`src/rtl/coinc_pkg.sv`:
```
package coinc_pkg;
    typedef enum logic [1:0] {
        ST_PAUSED  = 2'd0,
        ST_ARMED   = 2'd1,
        ST_LOCKOUT = 2'd2
    } coinc_state_e;
endpackage

```
`src/rtl/coinc_sync.sv`:
```
// Multi-stage level synchronizer for a vector of asynchronous inputs.
module coinc_sync #(
    parameter int W      = 11,
    parameter int STAGES = 2
) (
    input  logic         clk,
    input  logic         rst_n,
    input  logic [W-1:0] async_in,
    output logic [W-1:0] sync_out
);
    logic [STAGES-1:0][W-1:0] chain_q;

    always_ff @(posedge clk or negedge rst_n) begin
        if (!rst_n) begin
            chain_q <= '0;
        end else begin
            chain_q[0] <= async_in;
            for (int i = 1; i < STAGES; i++) begin
                chain_q[i] <= chain_q[i-1];
            end
        end
    end

    assign sync_out = chain_q[STAGES-1];
endmodule

```
`src/rtl/coinc_rise.sv`:
```
// Rising-edge detector on synchronized levels.
module coinc_rise #(
    parameter int W = 11
) (
    input  logic         clk,
    input  logic         rst_n,
    input  logic [W-1:0] level,
    output logic [W-1:0] rise
);
    logic [W-1:0] prev_q;

    always_ff @(posedge clk or negedge rst_n) begin
        if (!rst_n) prev_q <= '0;
        else        prev_q <= level;
    end

    assign rise = level & ~prev_q;
endmodule

```
`src/rtl/coinc_detect.sv`:
```
module coinc_detect
    import coinc_pkg::*;
#(
    parameter int NCH         = 11,
    parameter int SYNC_STAGES = 2
) (
    input  logic           clk,
    input  logic           rst_n,
    input  logic           run,
    input  logic [NCH-1:0] prompt_in,
    input  logic [NCH-1:0] delayed_in,
    output logic           hit_valid,
    output logic [NCH-1:0] hit_word
);
    localparam int SW = 2 * NCH;

    logic [SW-1:0]  raw_bus;
    logic [SW-1:0]  sync_bus;
    logic [NCH-1:0] prompt_s;
    logic [NCH-1:0] delayed_s;
    logic [NCH-1:0] delayed_rise;
    logic           any_rise;
    logic           prompts_quiet;
    logic           fire;

    coinc_state_e state_q, state_d;

    assign raw_bus = {delayed_in, prompt_in};

    coinc_sync #(.W(SW), .STAGES(SYNC_STAGES)) u_sync (
        .clk      (clk),
        .rst_n    (rst_n),
        .async_in (raw_bus),
        .sync_out (sync_bus)
    );

    assign prompt_s  = sync_bus[NCH-1:0];
    assign delayed_s = sync_bus[SW-1:NCH];

    coinc_rise #(.W(NCH)) u_rise (
        .clk   (clk),
        .rst_n (rst_n),
        .level (delayed_s),
        .rise  (delayed_rise)
    );

    assign any_rise      = |delayed_rise;
    assign prompts_quiet = (prompt_s == '0);
    assign fire          = (state_q == ST_ARMED) && run && any_rise;

    // Next-state logic
    always_comb begin
        state_d = state_q;
        unique case (state_q)
            ST_PAUSED: begin
                if (run) state_d = ST_LOCKOUT;              // RESUME
            end
            ST_ARMED: begin
                if (!run)          state_d = ST_PAUSED;     // PAUSE
                else if (any_rise) state_d = ST_LOCKOUT;    // FIRE
            end
            ST_LOCKOUT: begin
                if (!run)               state_d = ST_PAUSED;  // PAUSE
                else if (prompts_quiet) state_d = ST_ARMED;   // REARM
            end
            default: state_d = ST_PAUSED;
        endcase
    end

    // State register
    always_ff @(posedge clk or negedge rst_n) begin
        if (!rst_n) state_q <= ST_PAUSED;
        else        state_q <= state_d;
    end

    // Output register
    always_ff @(posedge clk or negedge rst_n) begin
        if (!rst_n) begin
            hit_valid <= 1'b0;
            hit_word  <= '0;
        end else begin
            hit_valid <= fire && !prompts_quiet;
            if (fire && !prompts_quiet) hit_word <= prompt_s;
        end
    end
endmodule

```
`config.mk`:
```
export PLATFORM = sky130hd
export DESIGN_NAME = coinc_detect
export DESIGN_NICKNAME = d
export VERILOG_FILES = /design/src/rtl/coinc_pkg.sv /design/src/rtl/coinc_sync.sv /design/src/rtl/coinc_rise.sv /design/src/rtl/coinc_detect.sv
export SDC_FILE = /design/constraint.sdc
export NUM_CORES = 1
export LEC_CHECK = 0
export ABC_AREA = 1
export CORE_MARGIN = 2
export CORE_UTILIZATION = 40
export DETAILED_ROUTE_END_ITERATION = 8
export DONT_BUFFER_PORTS = 1
export HOLD_SLACK_MARGIN = 0.12
export PLACE_DENSITY = 0.62
export SETUP_SLACK_MARGIN = 0.5
export SLEW_MARGIN = 30
export SYNTH_ARGS = -nofsm -noshare
export SYNTH_HDL_FRONTEND = slang
export SYNTH_SLANG_ARGS = --single-unit
export TNS_END_PERCENT = 5
```
`constraint.sdc`:
```
create_clock -name clk -period 1.8 [get_ports clk]
set_input_delay 0.27 -clock clk [delete_from_list [all_inputs] [get_ports clk]]
set_output_delay 0.27 -clock clk [all_outputs]
set_load 0.01 [all_outputs]
```
; Yosys cells after proc, flatten, opt, wreduce, memory -nomap -nowiden
; Cells that the tools add are included.
[op_classes]
shift = 0
n_addsub = 0
n_bitwise = 2
div_mod_pow = 0
eq_ne = 5
multipliers = 0
muxes = 6
n_lt_le_gt_ge = 0
n_reduce_logical = 8
[ops]
columns = op, count
row1 = 11-bit bitwise AND, 1
row2 = 11-bit logical NOT, 1
row3 = 11-bit inverter, 1
row4 = 11-bit OR reduction, 1
row5 = 2-bit 2-to-1 mux, 5
row6 = "3-bit inequality test, second input constant", 2
row7 = 2-bit case mux with 3 select lines, 1
row8 = 1-bit logical AND, 3
row9 = 3-bit AND reduction, 1
row10 = "2-bit by 1-bit == test with 1-bit output, second input constant", 1
row11 = "2-bit == test, second input constant", 1
row12 = 2-bit logical NOT, 1
row13 = "2-bit inequality test, second input constant", 1
row14 = 1-bit logical NOT, 1
[totals]
mem_bits_ro = 0
n_memories = 0
register_bits = 69
elab_cells = 27
ramBits = 0
latch_bits = 0

; Logic depth before layout (Yosys ltp)
; Gate-level depths: netlist of run 1.
[logic_depth]
word_depth = 6
depth_mapped = 9
ltp_nobuf = 8

; By module
; From an unflattened synthesis of run 1, not the netlist that was laid out.
[hier_totals]
hier_cells = 185
hier_area_um2 = 2346.0
[by_module_without_submodules]
columns = mod, area_per_inst_um2, cells_each, n_inst
row1 = coinc_sync, 1266.2, 66, 1
row2 = coinc_detect, 694.4, 86, 1
row3 = coinc_rise, 385.4, 33, 1

; Worst setup path after synthesis of run 1
; Ideal clock, no wire load.
[synth_path]
path_type = reg2reg
startpoint = reg state_q[1]
endpoint = reg hit_word[1]
arrival_ps = 1032
period_less_slack_ps = 1148
stages_incl_launch_ff = 10
setup_slack_ps = 652
cell_sequence = dfrtp_1 -> inv_1 -> nand2_2 -> nor2_4 -> inv_2 -> nor2_4 -> nand2_4 -> buf_12 -> nand2_2 -> nand2_2
[synth_via]
elab_chain_len = 4
[synth_rtl]
columns = element, line_no
row1 = from (decl), coinc_detect.sv:26  ; coinc_state_e state_q, state_d;
row2 = from (signal assigned), coinc_detect.sv:73  ; else state_q <= state_d;
row3 = 2-bit by 1-bit == test with 1-bit output, coinc_detect.sv:49  ; assign fire = (state_q == ST_ARMED) && run && any_rise;
row4 = 1-bit logical AND (2 in series), coinc_detect.sv:49
row5 = 1-bit logical AND, coinc_detect.sv:83  ; if (fire && !prompts_quiet) hit_word <= prompt_s;
row6 = to (signal assigned), coinc_detect.sv:83
row7 = to (decl), coinc_detect.sv:13  ; output logic [NCH-1:0] hit_word
; No other way between the ends.
; A chain may end at the register's enable or synchronous reset.

; Worst setup path in the final report of run 1
[layout_path]
startpoint = reg u_sync.chain_q, in the netlist u_sync.sync_out[1]
endpoint = reg hit_word[9]
[layout_via]
elab_chain_len = 3
[layout_rtl]
columns = element, line_no
row1 = from (decl), coinc_sync.sv:11  ; logic [STAGES-1:0][W-1:0] chain_q;
row2 = "from (signal, indexed assignment)", coinc_sync.sv:19  ; chain_q[i] <= chain_q[i-1];
row3 = 11-bit logical NOT, coinc_detect.sv:48  ; assign prompts_quiet = (prompt_s == '0);
row4 = 1-bit logical NOT, coinc_detect.sv:83
row5 = 1-bit logical AND, coinc_detect.sv:83
; No other way between the ends.

==> out/metrics.yaml, run 1 <==
timing:
  finClkSkew_ps: 7.18
  rsz0062_at_grt: "yes"
  worst-slew-pin-transition_ps: 206
  holdWs_ps: -382
  hold_viol: 69
  layout_min_cycle_time_ps: 1230
  maxSlewHeadroom: 0.863
  timing.final.crit_share: 0.683
  fin_setup_tns_ps: 0
  setup_viol: 0
  drv_slew: 0
  clock.fmax_mhz: 814
grt:
  track_usage: 0.122
  antenna_found_initial: 0
  grt_pass1_vias: 1171
  grt_max_degree: 70
  gr-total-overflow: 0
  grt_pass1_wl_microns: 5460
setup_path:
  cp.arrival_ps: 1460
  path_depth: 7
  critical_path.cell_chain: "nor2_1 > nand3_2 > nor2_4 > nor2_4 > buf_4 > nand3_1 > nand2_2"
  critPathMostFrequentCell: "nor2_4"
  cp_data_required_time_ps: 2030
  cp.buffers_inverters: 1
  slowest_delay_ps: 390
  setup.worst_path.end_class: "flop"
  path_class: "reg2reg"
  rr_worst_depth: 7
  slowest_stage: "dfrtp_1"
  cp_max_fo: 4
  critPathTopFamily: "simple AND/OR/NAND/NOR gates"
  startpoint_type: "flop"
  reg2reg_slack_ps: 570
detailed_routing:
  vias: 1178
  wl_per_cell_microns: 12.3
  via_per_inst: 4.35
  drt_iter0_drc: 65
  ant_nets: 0
  firstDrtPassIters: 4
  drc: 0
  wirelength_microns: 3330
cts:
  clk_transition_reported_paths_ps: 70
  cts_hold_repair.buffers: 23
  numCtsBuffers: 9
  cts.htree.levels: 3
  cts-root-buf: "clkbuf_8"
  cts_tree: "built"
  clockBufferDepth: 2
  cts_sinks: 69
  clk_latency_ps: 340
floorplanning:
  fp-row-count: 27
  dieWidth_microns: 79.0
  die_area_sq_mm: 0.00624
  coreArea_sq_mm: 0.00547
  start_util: 0.411
  boundaryPins: 37
  die_h_microns: 79.0
synth:
  synth_edf_count: 0
  synth_most_common_cell: "dfrtp_1"
  synth_area_leaders: "dfrtp_1 (77%), nand2_2 (5.6%), nand2_1 (3.2%), inv_1 (2.8%), nand3_1 (2.7%)"
  ys.flop_type: "dfrtp_1"
  synth_seq_cells: 69
  postSynthNetCount: 185
  ys_warn_count: 0
  synth_area_per_cell_sq_um: 14.1
  netlist-cell-type-count: 16
  async_flop_share: 1.00
  yosysSeqAreaShare: 0.768
  synthCells: 160
  syn_area_sq_mm: 0.00225
  netlist_top_cells_count: "dfrtp_1 (69), nand2_2 (20), nand2_1 (19), inv_1 (17), nand3_1 (12)"
  netlist.area_leader.share: 0.768
  synth_top_area_cell: "dfrtp_1"
placed_design:
  placed_area_sq_mm: 0.00230
  gp_congestion: 0.720
  port_buffers: 0
  dpl.hpwl_microns: 2110
finish:
  final_area_sq_mm: 0.00277
  areaGrowthSynthToFinish_pct: 23.0
  finalNetCount: 220
  n_antenna_cell: 0
  drive_gt1_frac: 0.266
  nFillCells: 493
run:
  drv_cap: 0
worst_hold_path:
  hold_path.class: "in2async"
status:
  violations: "hold timing"
  status: "complete, but fails checks"
power_and_ir_drop:
  irDropWorstVdd_mv: 0.605
  powerDensity_mw_per_mm2: 1040
  power.leakage_uw: 0.00130
-- cell families after synthesis --
| group | count (synthesis) | synth area share |
|---|---|---|
| flops | 69 | 0.768 |
| compound gates | 2 | 0.00445 |
| simple gates | 68 | 0.179 |
| buf+inv | 21 | 0.0490 |
-- path summary, 6_finish.rpt --
check	endpoint	from
max	hit_word[9]	u_sync.sync_out[1]
min	u_rise.prev_q[2]	rst_n
max reg2reg	hit_word[9]	u_sync.sync_out[1]
min reg2reg	u_sync.sync_out[18]	u_sync.chain_q[18]
max in group asynchronous	hit_word[10]	rst_n
min in group clk	state_q[1]	run
-- routing by layer --
layer  vias up  wire length [microns]  GRT usage
li1        557                      -          -
met1       574                   1370      0.145
met2        37                   1640      0.174
met3        10                    210     0.0477
met4         0                    110     0.0983
met5         -                      0          0
-- per-stage QoR --
stage | power (uW) | instances | utilization | setup slack, ps
after floorplan | 1710 | 160 | - | 652
after global placement | 1720 | 229 | 0.420 | 530
after detailed placement | 1730 | 229 | 0.420 | 445
after CTS | 2900 | 269 | 0.498 | 509
after global routing | 3000 | 271 | 0.505 | 467
final | 2880 | 271 | 0.505 | 571
-- placed cells by master (no fill, tap or decap) --
| cell | n |
|---|---|
| nor2_1 | 4 |
| nand3_4 | 1 |
| nand4_1 | 1 |
| nand2_1 | 19 |
| inv_2 | 1 |
| buf_4 | 2 |
| nand3_1 | 11 |
| nand2_2 | 20 |
| buf_6 | 1 |
| nor2_2 | 2 |
| nand2_8 | 1 |
| clkbuf_8 | 12 |
| o21ai_0 | 2 |
| dfrtp_1 | 69 |
| nor2_4 | 6 |
| nand3_2 | 4 |
| clkinv_2 | 1 |
| dlygate4sd3_1 | 23 |
| inv_1 | 17 |
| clkinvlp_4 | 2 |
-- final cells by class --
cell class	count	area, sq um	area share
timing repair buffer	26	256	0.0927
tap	72	90.1	0.0326
multi-input combinational	71	440	0.159
sequential	69	1730	0.624
clock inverter	3	20.0	0.00724
inverter	18	67.6	0.0244
clock buffer	12	165	0.0597
-- timing repair --
action                                 CTS  global route
gates cloned                             0             1
setup endpoints to repair               11            12
endpoints found under the hold margin   92            69
buffers inserted                         2             1
pin swaps                                1             3
resized for setup                        0             4
-- worst register-to-register path: cells and delay by family (launching register included) --
kind,cells,cell delay [ps]
flops,1,390
simple gates,6,600
buf+inv,1,150
-- power breakdown --
group	internal, uW	total, uW	switching (uW)	leakage, uW
Clock	602	1130	527	0.0000905
Sequential	1620	1640	27.2	0.000835
Combinational	56.0	103	47.0	0.000376
Total	2270	2880	601	0.00130
-- registers in the layout (all words and copies together), names as in the netlist --
signal / count
hit_valid: 1
hit_word: 11
state_q: 2
u_rise.prev_q: 11
u_sync.chain_q: 22
u_sync.sync_out: 22
(Power assumes the default switching activity.)
==> run 2: changes to the inputs <==
PLACE_DENSITY = 0.64   (was 0.62)
clock period = 1 ns   (was 1.8 ns; I/O delays follow)
==> run 2 against run 1 <==
The run ends with hold timing, setup timing left. Combinational power increased by 91%. Worst hold slack got worse by 110 ps. Via count increased by 2.9%. Die area unchanged. Clock power increased by 74%. Clock-buffer cell count unchanged. Fmax decreased by 2.4%. Critical path depth decreased by 1. Non-clock buffer count increased by 6. Critical endpoint is now hit_word[7].
==> out/metrics.yaml, run 2 (synthesis results as in run 1) <==
status:
  status: "complete, but fails checks"
  violations: "hold timing, setup timing"
floorplanning:
  die_h_microns: 79.0  # unchanged
  start_util: 0.411  # unchanged
  boundaryPins: 37  # unchanged
  fp-row-count: 27  # unchanged
  dieWidth_microns: 79.0  # unchanged
  die_area_sq_mm: 0.00624  # unchanged
  coreArea_sq_mm: 0.00547  # unchanged
placed_design:
  port_buffers: 0  # unchanged
  dpl.hpwl_microns: 2190  # +3.6%
  dp_cells: 232  # +1.3%
  gp_congestion: 0.764  # +6.1%
  placed_area_sq_mm: 0.00232  # +0.98%
cts:
  clk_transition_reported_paths_ps: 70  # about the same
  cts_tree: "built"
  clk_latency_ps: 340  # about the same
  clockBufferDepth: 2  # unchanged
  cts_sinks: 69  # unchanged
  cts.htree.levels: 3  # unchanged
  numCtsBuffers: 9  # unchanged
  cts-root-buf: "clkbuf_8"
  cts_hold_repair.buffers: 22  # -4.3%
setup_path:
  cp.arrival_ps: 1490  # +30 ps
  startpoint_type: "flop"
  cp.buffers_inverters: 0  # -1
  cp_max_fo: 7  # +3
  critPathMostFrequentCell: "nand2_2"
  path_class: "reg2reg"
  critical_path.cell_chain: "nand2_1 > nand2_2 > nor2_4 > nand3_4 > nand3_1 > nand2_2"
  slowest_delay_ps: 380  # about the same
  critPathTopFamily: "simple AND/OR/NAND/NOR gates"
  setup.worst_path.end_class: "flop"
  slowest_stage: "dfrtp_1"
  cp_data_required_time_ps: 1230  # -800 ps
detailed_routing:
  drc: 0  # unchanged
  wirelength_microns: 3610  # +8.2%
  firstDrtPassIters: 4  # unchanged
  via_per_inst: 4.34  # about the same
  wl_per_cell_microns: 12.9  # +5.1%
  ant_nets: 0  # unchanged
  vias: 1212  # +2.9%
  drt_iter0_drc: 88  # +35%
grt:
  grt_pass1_vias: 1289  # +10%
  antenna_found_initial: 0  # unchanged
  track_usage: 0.127  # +0.00497
  gr-total-overflow: 0  # unchanged
  grt_pass1_wl_microns: 5690  # +4.0%
  grt_max_degree: 70  # unchanged
timing:
  worst-slew-pin-transition_ps: 209  # +3.51 ps
  maxSlewHeadroom: 0.860  # -0.00253
  hold_viol: 70  # +1.4%
  rsz0062_at_grt: "yes"
  holdWs_ps: -496  # -114 ps
  layout_min_cycle_time_ps: 1260  # +30.5 ps
  setup_ws_ps: -260  # -830 ps
  finClkSkew_ps: 7.64  # +0.460 ps
  clock.fmax_mhz: 794  # -2.4%
  setup_viol: 14  # +14
  timing.final.crit_share: 1.26  # +0.577
  drv_slew: 0  # unchanged
finish:
  n_antenna_cell: 0  # unchanged
  areaGrowthSynthToFinish_pct: 26.8
  final_cell_mix: "dfrtp_1 (68), nand2_2 (24), dlygate4sd3_1 (22)"
  instances_no_fill: 279  # +3.0%
  final_area_sq_mm: 0.00285  # +3.1%
  finalNetCount: 227  # +3.2%
  drive_gt1_frac: 0.333  # +0.0670
  final_common_cell: "dfrtp_1"
power_and_ir_drop:
  power.leakage_uw: 0.00134  # +3.1%
  irDropWorstVdd_mv: 1.10  # +83%
  p_total_uw: 5120  # +78%
  powerDensity_mw_per_mm2: 1800  # +73%
run:
  drv_cap: 0  # unchanged
worst_hold_path:
  hold_path.class: "in2async"
==> run 2: cell count changes in the layout (fill, tap and decap cells not counted), sizes merged <==
| cell | delta |
|---|---|
| buf | +7 |
| clkinv | +2 |
| clkinvlp | -1 |
| dlygate4sd3 | -1 |
| nand2 | +1 |
==> run 2: path summary, 6_finish.rpt <==
kind / start / end / slack (ps) / cells after the start
max in group asynchronous: rst_n / u_sync.sync_out[4] / 1390 / 0
worst min register to register: u_sync.chain_q[19] / u_sync.sync_out[19] / 350 / 0
worst min-delay path: rst_n / u_sync.sync_out[19] / -500 / 0
worst max register to register: u_sync.sync_out[12] / hit_word[7] / -260 / 6
worst max-delay path: u_sync.sync_out[12] / hit_word[7] / -260 / 6
min in group clk: run / state_q[0] / -20 / 2
==> run 2: what timing repair did <==
item / in CTS / in global routing
buffers inserted: 2 / 5
hold endpoints to repair: 93 / 70
gates cloned: 0 / 2
setup endpoints to repair: 29 / 33
resized for setup: 6 / 10
pin swaps: 3 / 8
==> run 2: final cells by class <==
class                           instances  area, sq um
Clock buffer                           12          155
Clock inverter                          4         22.5
Fill cell                             486         2620
Inverter                               18         67.6
Multi-Input combinational cell         72          482
Sequential cell                        69         1730
Tap cell                               72         90.1
Timing Repair Buffer                   32          307
==> run 2: per-stage QoR <==
stage	TNS [ps]	util	worst slack [ps]
floorplan	-1370	-	-128
global placement	-2410	0.424	-196
detailed placement	-3180	0.424	-270
CTS	-3250	0.504	-268
global route	-4150	0.521	-318
finish	-3270	0.521	-260
==> run 2: where the power goes <==
| part | total (uW) | switching, uW | internal (uW) | leakage (uW) |
|---|---|---|---|---|
| clock network | 1970 | 946 | 1020 | 0.0000921 |
| logic | 197 | 92.0 | 105 | 0.000415 |
| registers | 2960 | 49.8 | 2910 | 0.000833 |
==> run 2: metal layers <==
| layer | share of wire | up-vias | global-route usage | routed length [microns] |
|---|---|---|---|---|
| li1 | - | 573 | - | - |
| met1 | 0.39 | 601 | 0.139 | 1390 |
| met2 | 0.54 | 29 | 0.197 | 1930 |
| met3 | 0.047 | 9 | 0.0409 | 170 |
| met4 | 0.031 | 0 | 0.109 | 111 |
| met5 | 0 | - | 0 | 0 |
